$ cat src/rtl/agu_pkg.sv
package agu_pkg;

  localparam int REG_ID_W = 3;
  localparam int SEG_W    = 3;

  localparam logic [REG_ID_W-1:0] STACK_PTR_ID = 3'd4;
  localparam logic [REG_ID_W-1:0] FRAME_PTR_ID = 3'd5;

  localparam logic [SEG_W-1:0] SEG_EXTRA = 3'd0;
  localparam logic [SEG_W-1:0] SEG_CODE  = 3'd1;
  localparam logic [SEG_W-1:0] SEG_STACK = 3'd2;
  localparam logic [SEG_W-1:0] SEG_DATA  = 3'd3;
  localparam logic [SEG_W-1:0] SEG_LAST  = 3'd5;

  typedef enum logic [1:0] {
    ACC_DATA    = 2'd0,
    ACC_FETCH   = 2'd1,
    ACC_STACK   = 2'd2,
    ACC_STR_DST = 2'd3
  } access_e;

  typedef enum logic [1:0] {
    DISP_NONE = 2'd0,
    DISP_8    = 2'd1,
    DISP_16   = 2'd2,
    DISP_FULL = 2'd3
  } disp_e;

endpackage

$ cat src/rtl/ea_offset_calc.sv
module ea_offset_calc
  import agu_pkg::*;
#(
  parameter int ADDR_W = 32
) (
  input  logic              base_en,
  input  logic [ADDR_W-1:0] base_val,
  input  logic              index_en,
  input  logic [ADDR_W-1:0] index_val,
  input  logic [1:0]        scale_code,
  input  logic [1:0]        disp_size,
  input  logic [ADDR_W-1:0] disp_raw,
  output logic [ADDR_W-1:0] offset
);

  localparam int B8  = 8;
  localparam int B16 = 16;

  logic [ADDR_W-1:0] base_term;
  logic [ADDR_W-1:0] index_term;
  logic [ADDR_W-1:0] disp_term;

  // Absent components contribute zero.
  always_comb begin
    base_term  = base_en  ? base_val : '0;
    index_term = index_en ? (index_val << scale_code) : '0;
  end

  // Displacement sign extension by size code.
  always_comb begin
    unique case (disp_e'(disp_size))
      DISP_8:    disp_term = {{(ADDR_W-B8){disp_raw[B8-1]}},   disp_raw[B8-1:0]};
      DISP_16:   disp_term = {{(ADDR_W-B16){disp_raw[B16-1]}}, disp_raw[B16-1:0]};
      DISP_FULL: disp_term = disp_raw;
      default:   disp_term = '0;
    endcase
  end

  // Adder wraps modulo 2^ADDR_W.
  assign offset = base_term + index_term + disp_term;

endmodule

$ cat src/rtl/seg_select.sv
module seg_select
  import agu_pkg::*;
(
  input  logic [1:0]          acc_kind,
  input  logic [SEG_W-1:0]    seg_ovr,
  input  logic                base_en,
  input  logic [REG_ID_W-1:0] base_id,
  output logic [SEG_W-1:0]    seg
);

  logic stack_base;
  logic ovr_valid;
  logic [SEG_W-1:0] dflt_seg;

  always_comb begin
    stack_base = base_en && ((base_id == STACK_PTR_ID) || (base_id == FRAME_PTR_ID));
    ovr_valid  = (seg_ovr <= SEG_LAST);
    dflt_seg   = stack_base ? SEG_STACK : SEG_DATA;
  end

  // Fixed-segment access kinds ignore the override.
  always_comb begin
    unique case (access_e'(acc_kind))
      ACC_FETCH:   seg = SEG_CODE;
      ACC_STACK:   seg = SEG_STACK;
      ACC_STR_DST: seg = SEG_EXTRA;
      default:     seg = ovr_valid ? seg_ovr : dflt_seg;
    endcase
  end

endmodule

$ cat src/rtl/ea_out_stage.sv
module ea_out_stage #(
  parameter int PAY_W = 36
) (
  input  logic             clk,
  input  logic             rst_n,
  input  logic             in_valid,
  output logic             in_ready,
  input  logic [PAY_W-1:0] in_pay,
  output logic             out_valid,
  input  logic             out_ready,
  output logic [PAY_W-1:0] out_pay
);

  logic             vld_q, vld_d;
  logic [PAY_W-1:0] pay_q, pay_d;
  logic             take;

  always_comb begin
    in_ready = !vld_q || out_ready;
    take     = in_valid && in_ready;
    vld_d    = take || (vld_q && !out_ready);
    pay_d    = take ? in_pay : pay_q;
  end

  always_ff @(posedge clk or negedge rst_n) begin
    if (!rst_n) begin
      vld_q <= 1'b0;
      pay_q <= '0;
    end else begin
      vld_q <= vld_d;
      if (take) pay_q <= pay_d;
    end
  end

  assign out_valid = vld_q;
  assign out_pay   = pay_q;

  a_r9_hold: assert property (@(posedge clk) disable iff (!rst_n)
    (out_valid && !out_ready) |=> (out_valid && $stable(out_pay)));

  a_r9_load: assert property (@(posedge clk) disable iff (!rst_n)
    (in_valid && in_ready) |=> out_valid);

  a_r10_no_bubble: assert property (@(posedge clk) disable iff (!rst_n)
    out_ready |-> in_ready);

  a_r10_stall: assert property (@(posedge clk) disable iff (!rst_n)
    (out_valid && !out_ready) |-> !in_ready);

endmodule

$ cat src/rtl/agu_seg_sel.sv
module agu_seg_sel
  import agu_pkg::*;
#(
  parameter int ADDR_W = 32
) (
  input  logic              clk,
  input  logic              rst_n,
  input  logic              in_valid,
  output logic              in_ready,
  input  logic              base_en,
  input  logic [2:0]        base_id,
  input  logic [ADDR_W-1:0] base_val,
  input  logic              index_en,
  input  logic [2:0]        index_id,
  input  logic [ADDR_W-1:0] index_val,
  input  logic [1:0]        scale_code,
  input  logic [1:0]        disp_size,
  input  logic [ADDR_W-1:0] disp_raw,
  input  logic [2:0]        seg_ovr,
  input  logic [1:0]        acc_kind,
  output logic              out_valid,
  input  logic              out_ready,
  output logic [ADDR_W-1:0] out_offset,
  output logic [2:0]        out_seg,
  output logic              out_illegal
);

  localparam int PAY_W = ADDR_W + SEG_W + 1;

  logic [ADDR_W-1:0] calc_offset;
  logic [SEG_W-1:0]  calc_seg;
  logic              calc_illegal;
  logic [PAY_W-1:0]  calc_pay;
  logic [PAY_W-1:0]  held_pay;

  ea_offset_calc #(.ADDR_W(ADDR_W)) i_offset (
    .base_en    (base_en),
    .base_val   (base_val),
    .index_en   (index_en),
    .index_val  (index_val),
    .scale_code (scale_code),
    .disp_size  (disp_size),
    .disp_raw   (disp_raw),
    .offset     (calc_offset)
  );

  seg_select i_seg (
    .acc_kind (acc_kind),
    .seg_ovr  (seg_ovr),
    .base_en  (base_en),
    .base_id  (base_id),
    .seg      (calc_seg)
  );

  assign calc_illegal = index_en && (index_id == STACK_PTR_ID);
  assign calc_pay     = {calc_illegal, calc_seg, calc_offset};

  ea_out_stage #(.PAY_W(PAY_W)) i_stage (
    .clk       (clk),
    .rst_n     (rst_n),
    .in_valid  (in_valid),
    .in_ready  (in_ready),
    .in_pay    (calc_pay),
    .out_valid (out_valid),
    .out_ready (out_ready),
    .out_pay   (held_pay)
  );

  assign out_offset  = held_pay[ADDR_W-1:0];
  assign out_seg     = held_pay[ADDR_W+SEG_W-1:ADDR_W];
  assign out_illegal = held_pay[PAY_W-1];

  a_r4_stack_index: assert property (@(posedge clk) disable iff (!rst_n)
    (in_valid && in_ready && index_en && index_id == STACK_PTR_ID) |=> out_illegal);

  a_r6_fetch_code: assert property (@(posedge clk) disable iff (!rst_n)
    (in_valid && in_ready && acc_kind == ACC_FETCH) |=> (out_seg == SEG_CODE));

  a_r6_push_stack: assert property (@(posedge clk) disable iff (!rst_n)
    (in_valid && in_ready && acc_kind == ACC_STACK) |=> (out_seg == SEG_STACK));

  a_r7_override: assert property (@(posedge clk) disable iff (!rst_n)
    (in_valid && in_ready && acc_kind == ACC_DATA && seg_ovr <= SEG_LAST)
      |=> (out_seg == $past(seg_ovr)));

  a_r1_no_parts: assert property (@(posedge clk) disable iff (!rst_n)
    (in_valid && in_ready && !base_en && !index_en && disp_size == DISP_NONE)
      |=> (out_offset == '0));

endmodule

$ cat config.mk
export PLATFORM = sky130hd
export DESIGN_NAME = agu_seg_sel
export DESIGN_NICKNAME = d
export VERILOG_FILES = /design/src/rtl/agu_pkg.sv /design/src/rtl/ea_offset_calc.sv /design/src/rtl/seg_select.sv /design/src/rtl/ea_out_stage.sv /design/src/rtl/agu_seg_sel.sv
export SDC_FILE = /design/constraint.sdc
export NUM_CORES = 1
export LEC_CHECK = 0
export BUFFER_PORTS_ARGS = -buffer_cell sky130_fd_sc_hd__buf_2
export CAP_MARGIN = 20
export CELL_PAD_IN_SITES_DETAIL_PLACEMENT = 0
export CELL_PAD_IN_SITES_GLOBAL_PLACEMENT = 2
export CORE_ASPECT_RATIO = 1.25
export CORE_MARGIN = 2
export CORE_UTILIZATION = 35
export CTS_BUF_LIST = sky130_fd_sc_hd__clkbuf_8
export CTS_CLUSTER_DIAMETER = 40
export DETAILED_ROUTE_END_ITERATION = 12
export PLACE_DENSITY_LB_ADDON = 0.1
export SYNTH_ARGS = -nofsm -noshare
export SYNTH_HDL_FRONTEND = slang
export SYNTH_HIERARCHICAL = 1
export SYNTH_SLANG_ARGS = --single-unit
$ cat constraint.sdc
create_clock -name clk -period 2.4 [get_ports clk]
set_input_delay 0.48 -clock clk [delete_from_list [all_inputs] [get_ports clk]]
set_output_delay 0.48 -clock clk [all_outputs]
set_load 0.02 [all_outputs]
==> results.toml, run 1 <==
[status]
run_status = "finished, violations left"
violations = "setup timing"

[placement]
numPlacedInstances = 992
hpwlAfterDp_um = 14100
io_buffers = 153
post_dp_cell_area_um2 = 7270
globalplace.congestion = 0.926

[timing]
max_clock_freq_ghz = 0.292
tightestPinTransition_ns = 0.891
finClkSkew_ns = 0.0167
setup_violators_final = 29
period_share_pct = 143
maxSlewHeadroom_pct = 40.6
rsz0062_at_grt = "true"
hold_viol_final = 0
post-route-min-period_ns = 3.43
fin_ws_ns = -1.03
fin_setup_tns_ns = -22.51
timing.final.max_slew_violations = 0

[die]
num_rows = 50
num_io_pins = 155
starting_utilization_of_the_core_area_pct = 35.5
die-height_um = 141
die-width_um = 114
core_um2 = 14800
design.die.area_um2 = 16000

[power_and_ir_drop]
p_leak_uw = 0.00402
power_density_nw_per_um2 = 647
ir_drop_mv = 0.521

[cts]
cts.reportedPaths.clkPinSlew_ns = 0.10
cts.sink_count = 37
numCtsBuffers = 5
cts.root.buffer_cell = "sky130_fd_sc_hd__clkbuf_8"
clock_latency_of_the_later_clocked_register_in_the_worst_skew_pair_ns = 0.32
cts-root-to-sink-buffers = 2
tritoncts = "done"
clock_tree.htree_level_count = 2
cts-hold-fix-buffers = 0

[critical_path]
cpMaxStageDelayCell = "sky130_fd_sc_hd__fa_1"
worst-setup-path-type = "primary input to register"
crit_arrival_ns = 3.62
critPathMaxStageDelay_ns = 0.57
worstPathMaxFanout = 6
worst_ep_required_time_ns = 2.59
timing.critical_path.cells = "buf_12 > buf_8 > mux2_4 > nand3_4 > fa_1 > inv_1 > ha_2 > fa_2 > a21o_1 > a31oi_4 > o21a_4 > o22ai_4 > a21bo_2 > a211oi_2 > a211oi_2 > mux2_4"
timing.critical_path.to_type = "register"
cp-start-kind = "primary input"

[layout]
finalCoreUtilization_pct = 56.1
final_layout_size_suffix_gt1_share_pct = 61.0
total_non_filler_cell_area_in_the_finished_layout_um2 = 8320
multiInputGateArea_um2 = 4770
design.final.nets = 1017
final_cell_count_no_fill = 1023
filler_cell_count = 1364
regArea_um2 = 926
syn2layout_area_growth_pct = 58.1

[global_route]
grt.total_usage_pct = 21.0
globalRouteOverflowTotal = 0
grt_max_degree = 38
antenna_found_initial = 4
first_pass_grt_wire_length_um = 26500
grt_pass1_vias = 5273

[route]
drt_pass1_iterations = 5
wire_per_inst_um = 16.7
routed_wirelength_um = 17100
vias = 5118
initialDrtViolationCount = 120
route.antenna.remaining_nets = 0
avgViaCountPerCell = 5.00
drt_drc_violations_left = 0

[logic_synthesis]
syn-instance-count = 559
synth-edff-count = 0
synth-async-reset-ratio_pct = 100
synthesis.area_um2 = 5260
synth_seq_cells = 37
postSynth.topFlopCell = "sky130_fd_sc_hd__dfrtp_1"
synth_cell_types = 60
synth_fp_nets = 738
yosysSeqAreaShare_pct = 17.6
yosysWarningCount = 6
syn_area_per_cell_um2 = 9.42

[worst_hold_path]
hold_path.class = "primary input to asynchronous set/reset pin"

[flow_run]
drv.max_cap_violation_count = 0
[Yosys cell counts, types with 2 or more instances]
cell type	number	share of area, %
sky130_fd_sc_hd__a211oi_1	7	1.0
sky130_fd_sc_hd__nand3_1	10	0.95
sky130_fd_sc_hd__nor4_1	3	0.36
sky130_fd_sc_hd__clkbuf_1	17	1.2
sky130_fd_sc_hd__xor2_1	14	2.3
sky130_fd_sc_hd__nand4_1	4	0.48
sky130_fd_sc_hd__mux2i_1	3	0.57
sky130_fd_sc_hd__inv_1	60	4.3
sky130_fd_sc_hd__buf_6	4	0.86
sky130_fd_sc_hd__nand2_1	83	5.9
sky130_fd_sc_hd__o31ai_2	3	0.71
sky130_fd_sc_hd__mux2_4	30	8.6
sky130_fd_sc_hd__a31oi_1	5	0.59
sky130_fd_sc_hd__dfrtp_1	37	18
sky130_fd_sc_hd__nand2b_1	3	0.36
sky130_fd_sc_hd__mux4_2	27	12
sky130_fd_sc_hd__ha_1	30	7.1
sky130_fd_sc_hd__fa_1	32	12
sky130_fd_sc_hd__and3b_1	3	0.50
sky130_fd_sc_hd__nor2_2	2	0.24
sky130_fd_sc_hd__buf_2	5	0.48
sky130_fd_sc_hd__o21bai_1	4	0.57
sky130_fd_sc_hd__a211oi_2	2	0.48
sky130_fd_sc_hd__a21oi_1	51	4.8
sky130_fd_sc_hd__mux2_2	7	1.5
sky130_fd_sc_hd__and3_1	2	0.24
sky130_fd_sc_hd__buf_1	3	0.21
sky130_fd_sc_hd__nor2_1	21	1.5
sky130_fd_sc_hd__xnor2_1	16	2.7
sky130_fd_sc_hd__o21a_1	2	0.29
sky130_fd_sc_hd__nor2b_1	5	0.59
sky130_fd_sc_hd__a21oi_2	4	0.67
sky130_fd_sc_hd__o21ai_0	19	1.8
sky130_fd_sc_hd__a21o_1	8	1.1
sky130_fd_sc_hd__and2_1	8	0.95
[metrics by stage]
step                setup WS, ns  total power (uW)  hold slack, ns
floorplan                  -1.20              3080           0.184
global placement           -1.59              4290           0.485
detailed placement         -1.63              4310           0.490
CTS                        -1.03              5210           0.297
global route               -1.13              5780           0.336
finish                     -1.03              5380           0.274
[critical path, delay by kind of cell]
kind,cells,cell delay [ns]
mux,2,0.49
buf+inv,3,0.30
fa+ha+maj,3,1.09
compound gates,7,1.19
simple gates,1,0.08
[area by class of cell]
cell class | count | share of cell area (%)
Timing Repair Buffer | 302 | 25.0
Clock inverter | 3 | 0.256
Sequential cell | 37 | 11.1
Antenna cell | 2 | 0.0601
Multi-Input combinational cell | 432 | 57.3
Clock buffer | 5 | 0.827
Inverter | 60 | 2.71
Tap cell | 182 | 2.74
[per-layer routing]
metal	global-route usage, %	share of wire, %
met4	7.38	3.0
met2	36.8	51
met1	25.4	40
met5	0	0.16
met3	4.13	5.4
[placed cells by master (no fill, tap or decap), drive strengths merged, types with 23 or more instances in the layout]
| cell | instances |
|---|---|
| inv | 61 |
| dfrtp | 37 |
| mux4 | 27 |
| nor2 | 23 |
| a21oi | 55 |
| ha | 30 |
| buf | 302 |
| nand2 | 84 |
| fa | 32 |
| mux2 | 37 |
[what timing repair did]
item / in CTS / in global routing
resized for setup: 106 / 52
cloned: 1 / 0
pin swaps: 44 / 51
setup endpoints to repair: 30 / 30
setup buffers: 13 / 15
[state kept, by name, indices dropped and copies added, names as in the netlist]
signal and count:
i_stage/out_pay 36, i_stage/out_valid 1
[power breakdown]
group / total, uW / switching (uW) / internal, uW
clock network: 488 / 281 / 207
logic: 3870 / 1890 / 1980
registers: 1030 / 136 / 893
[cells by family after synthesis]
kind of cell	share of synthesized area (%)
flops	17.6
mux	22.2
simple gates	13.6
compound gates	15.2
buf+inv	7.13
fa+ha+maj	19.3
xor+xnor	4.99
[worst paths after layout]
kind / from / endpoint / slack (ns) / depth (start not counted)
min in group clk: in_valid / i_stage/out_valid$_DFF_PN0_ / 0.40 / 2
worst min-delay path: rst_n / i_stage/out_pay[25]$_DFFE_PN0P_ / 0.27 / 1
worst max-delay path: scale_code[0] / i_stage/out_pay[27]$_DFFE_PN0P_ / -1.03 / 16
max in group asynchronous: rst_n / i_stage/out_pay[29]$_DFFE_PN0P_ / 1.55 / 1
worst max register to register: i_stage/out_valid$_DFF_PN0_ / i_stage/out_pay[35]$_DFFE_PN0P_ / 0.93 / 4
worst min register to register: i_stage/out_pay[24]$_DFFE_PN0P_ / i_stage/out_pay[24]$_DFFE_PN0P_ / 0.51 / 1
Power figures use the tool's default switching activity.
==> run 2, diff against run 1 <==
--- a/config.mk
+++ b/config.mk
@@ -9,7 +9,7 @@
 export CAP_MARGIN = 20
 export CELL_PAD_IN_SITES_DETAIL_PLACEMENT = 0
 export CELL_PAD_IN_SITES_GLOBAL_PLACEMENT = 2
-export CORE_ASPECT_RATIO = 1.25
+export CORE_ASPECT_RATIO = 1.2
 export CORE_MARGIN = 2
 export CORE_UTILIZATION = 35
 export CTS_BUF_LIST = sky130_fd_sc_hd__clkbuf_8
==> run 2 against run 1 <==
Compared with the run above: the run still ends with setup timing left; sequential power barely moved; largest power group unchanged; clock skew fell by 0.0016 ns; final cell count rose by 1.6%; via count fell by 1.1%; power fell by 2.7%; utilization fell by 1.4 points; clock-buffer cell count did not move; critical endpoint is now i_stage/out_pay[29]$_DFFE_PN0P_; clock power rose by 1%; design area fell by 2.5%.
==> results.toml, run 2 (synthesis gave the netlist of run 1 again) <==
[status]
run_status = "finished, violations left"
violations = "setup timing"

[route]
routed_wirelength_um = 17100
avgViaCountPerCell = 4.87
wire_per_inst_um = 16.4
drt_drc_violations_left = 0
initialDrtViolationCount = 120
drt_pass1_iterations = 4
route.antenna.remaining_nets = 0
vias = 5064

[layout]
layout.cells.most_common = "sky130_fd_sc_hd__buf_2"
final_cell_count_no_fill = 1039
filler_cell_count = 1435
most_used_cells_in_the_layout_excluding_fill_and_tap_cells = "sky130_fd_sc_hd__buf_2, sky130_fd_sc_hd__buf_4, sky130_fd_sc_hd__nand2_1, sky130_fd_sc_hd__inv_1, sky130_fd_sc_hd__dfrtp_1"
syn2layout_area_growth_pct = 54.1
total_non_filler_cell_area_in_the_finished_layout_um2 = 8110
design.final.nets = 1012
final_layout_size_suffix_gt1_share_pct = 59.4
regArea_um2 = 926
multiInputGateArea_um2 = 4610
number_of_flip_flops_in_the_largest_register = 36

[global_route]
grt_max_degree = 21
grt_pass1_vias = 5371
antenna_found_initial = 2
first_pass_grt_wire_length_um = 27000
globalRouteOverflowTotal = 0
grt.total_usage_pct = 21.5

[cts]
cts.sink_count = 37
clock_latency_of_the_later_clocked_register_in_the_worst_skew_pair_ns = 0.32
cts-root-to-sink-buffers = 2
cts.root.buffer_cell = "sky130_fd_sc_hd__clkbuf_8"
clock_tree.htree_level_count = 2
cts-hold-fix-buffers = 0
tritoncts = "done"
cts.reportedPaths.clkPinSlew_ns = 0.10
numCtsBuffers = 5

[critical_path]
crit_path_frequent_cell = "sky130_fd_sc_hd__buf_12"
cp-start-kind = "primary input"
worst_ep_required_time_ns = 2.60
worst-setup-path-type = "primary input to register"
critPathMaxStageDelay_ns = 0.51
timing.critical_path.cells = "buf_12 > buf_12 > mux2_4 > o211a_4 > fa_1 > ha_4 > a21o_1 > a31oi_4 > o21a_4 > o221ai_4 > a21oi_2 > o31ai_2 > xor2_1 > mux2_2"
worstPathMaxFanout = 5
timing.critical_path.to_type = "register"
crit_arrival_ns = 3.59
cpMaxStageDelayCell = "sky130_fd_sc_hd__fa_1"
critical_path.n_buffers_inverters = 2
critical-path-top-delay-family = "compound AO/OA/AOI/OAI gates"

[timing]
tightestPinTransition_ns = 0.425
max_clock_freq_ghz = 0.295
fin_ws_ns = -0.991
maxSlewHeadroom_pct = 71.7
setup_violators_final = 29
finClkSkew_ns = 0.0151
rsz0062_at_grt = "true"
timing.final.max_slew_violations = 0
hold_viol_final = 0
post-route-min-period_ns = 3.39
period_share_pct = 141

[placement]
numPlacedInstances = 1013
post_dp_cell_area_um2 = 7260
globalplace.congestion = 0.890
io_buffers = 153
hpwlAfterDp_um = 14300

[worst_hold_path]
hold_path.class = "primary input to asynchronous set/reset pin"

[die]
die-width_um = 116
num_rows = 49
die-height_um = 138
design.die.area_um2 = 16000
starting_utilization_of_the_core_area_pct = 35.5
num_io_pins = 155
core_um2 = 14800

[power_and_ir_drop]
p_leak_uw = 0.00396
p_total_uw = 5240
ir_drop_mv = 0.434
power_density_nw_per_um2 = 646

[flow_run]
drv.max_cap_violation_count = 0
[run 2: metal layers]
layer | wire length (um) | global-route usage [%] | share of wire (%)
met4 | 530 | 7.83 | 3.1
met1 | 6850 | 25.8 | 40
met5 | 13 | 0 | 0.076
met3 | 882 | 4.69 | 5.2
met2 | 8790 | 37.5 | 52
[run 2: report_power, final]
group          switching (uW)  internal [uW]  total [uW]  leakage [uW]
combinational            1820           1880        3700       0.00347
clock                     288            207         495     0.0000445
sequential                151            894        1040      0.000440
[run 2: layout make-up]
cell class	count	area share, %
inverters	60	2.78
clock inverters	3	0.262
well taps	204	3.15
clock buffers	5	0.848
diodes	1	0.0308
multi-input cells	432	56.8
flip-flops and latches	37	11.4
repair buffers	297	24.7
[run 2: what timing repair did]
action | CTS | global route
gates cloned | 2 | 0
resized for setup | 94 | 41
buffers inserted | 7 | 8
pin swaps | 45 | 26
setup endpoints to repair | 29 | 29
[run 2: through the flow]
step,worst slack [ns],hold WS (ns),util (%),TNS (ns)
final,-0.991,0.0802,54.7,-21.84
after global routing,-1.09,0.107,54.7,-23.87
after CTS,-0.961,0.0797,53.0,-20.52
after detailed placement,-1.61,0.448,48.9,-35.15
after global placement,-1.64,0.446,48.9,-34.70
after floorplan,-1.20,0.184,-,-25.85
[run 2: worst paths after layout]
| kind | from | endpoint | slack [ns] | cells past startpoint |
|---|---|---|---|---|
| worst max-delay path | scale_code[0] | i_stage/out_pay[29]$_DFFE_PN0P_ | -0.99 | 14 |
| worst min-delay path | rst_n | i_stage/out_pay[31]$_DFFE_PN0P_ | 0.08 | 1 |
| worst max register to register | i_stage/out_valid$_DFF_PN0_ | i_stage/out_pay[29]$_DFFE_PN0P_ | 0.98 | 4 |
| worst min register to register | i_stage/out_pay[25]$_DFFE_PN0P_ | i_stage/out_pay[25]$_DFFE_PN0P_ | 0.51 | 1 |
| max in group asynchronous | rst_n | i_stage/out_pay[13]$_DFFE_PN0P_ | 1.66 | 2 |
| min in group clk | in_valid | i_stage/out_valid$_DFF_PN0_ | 0.41 | 2 |
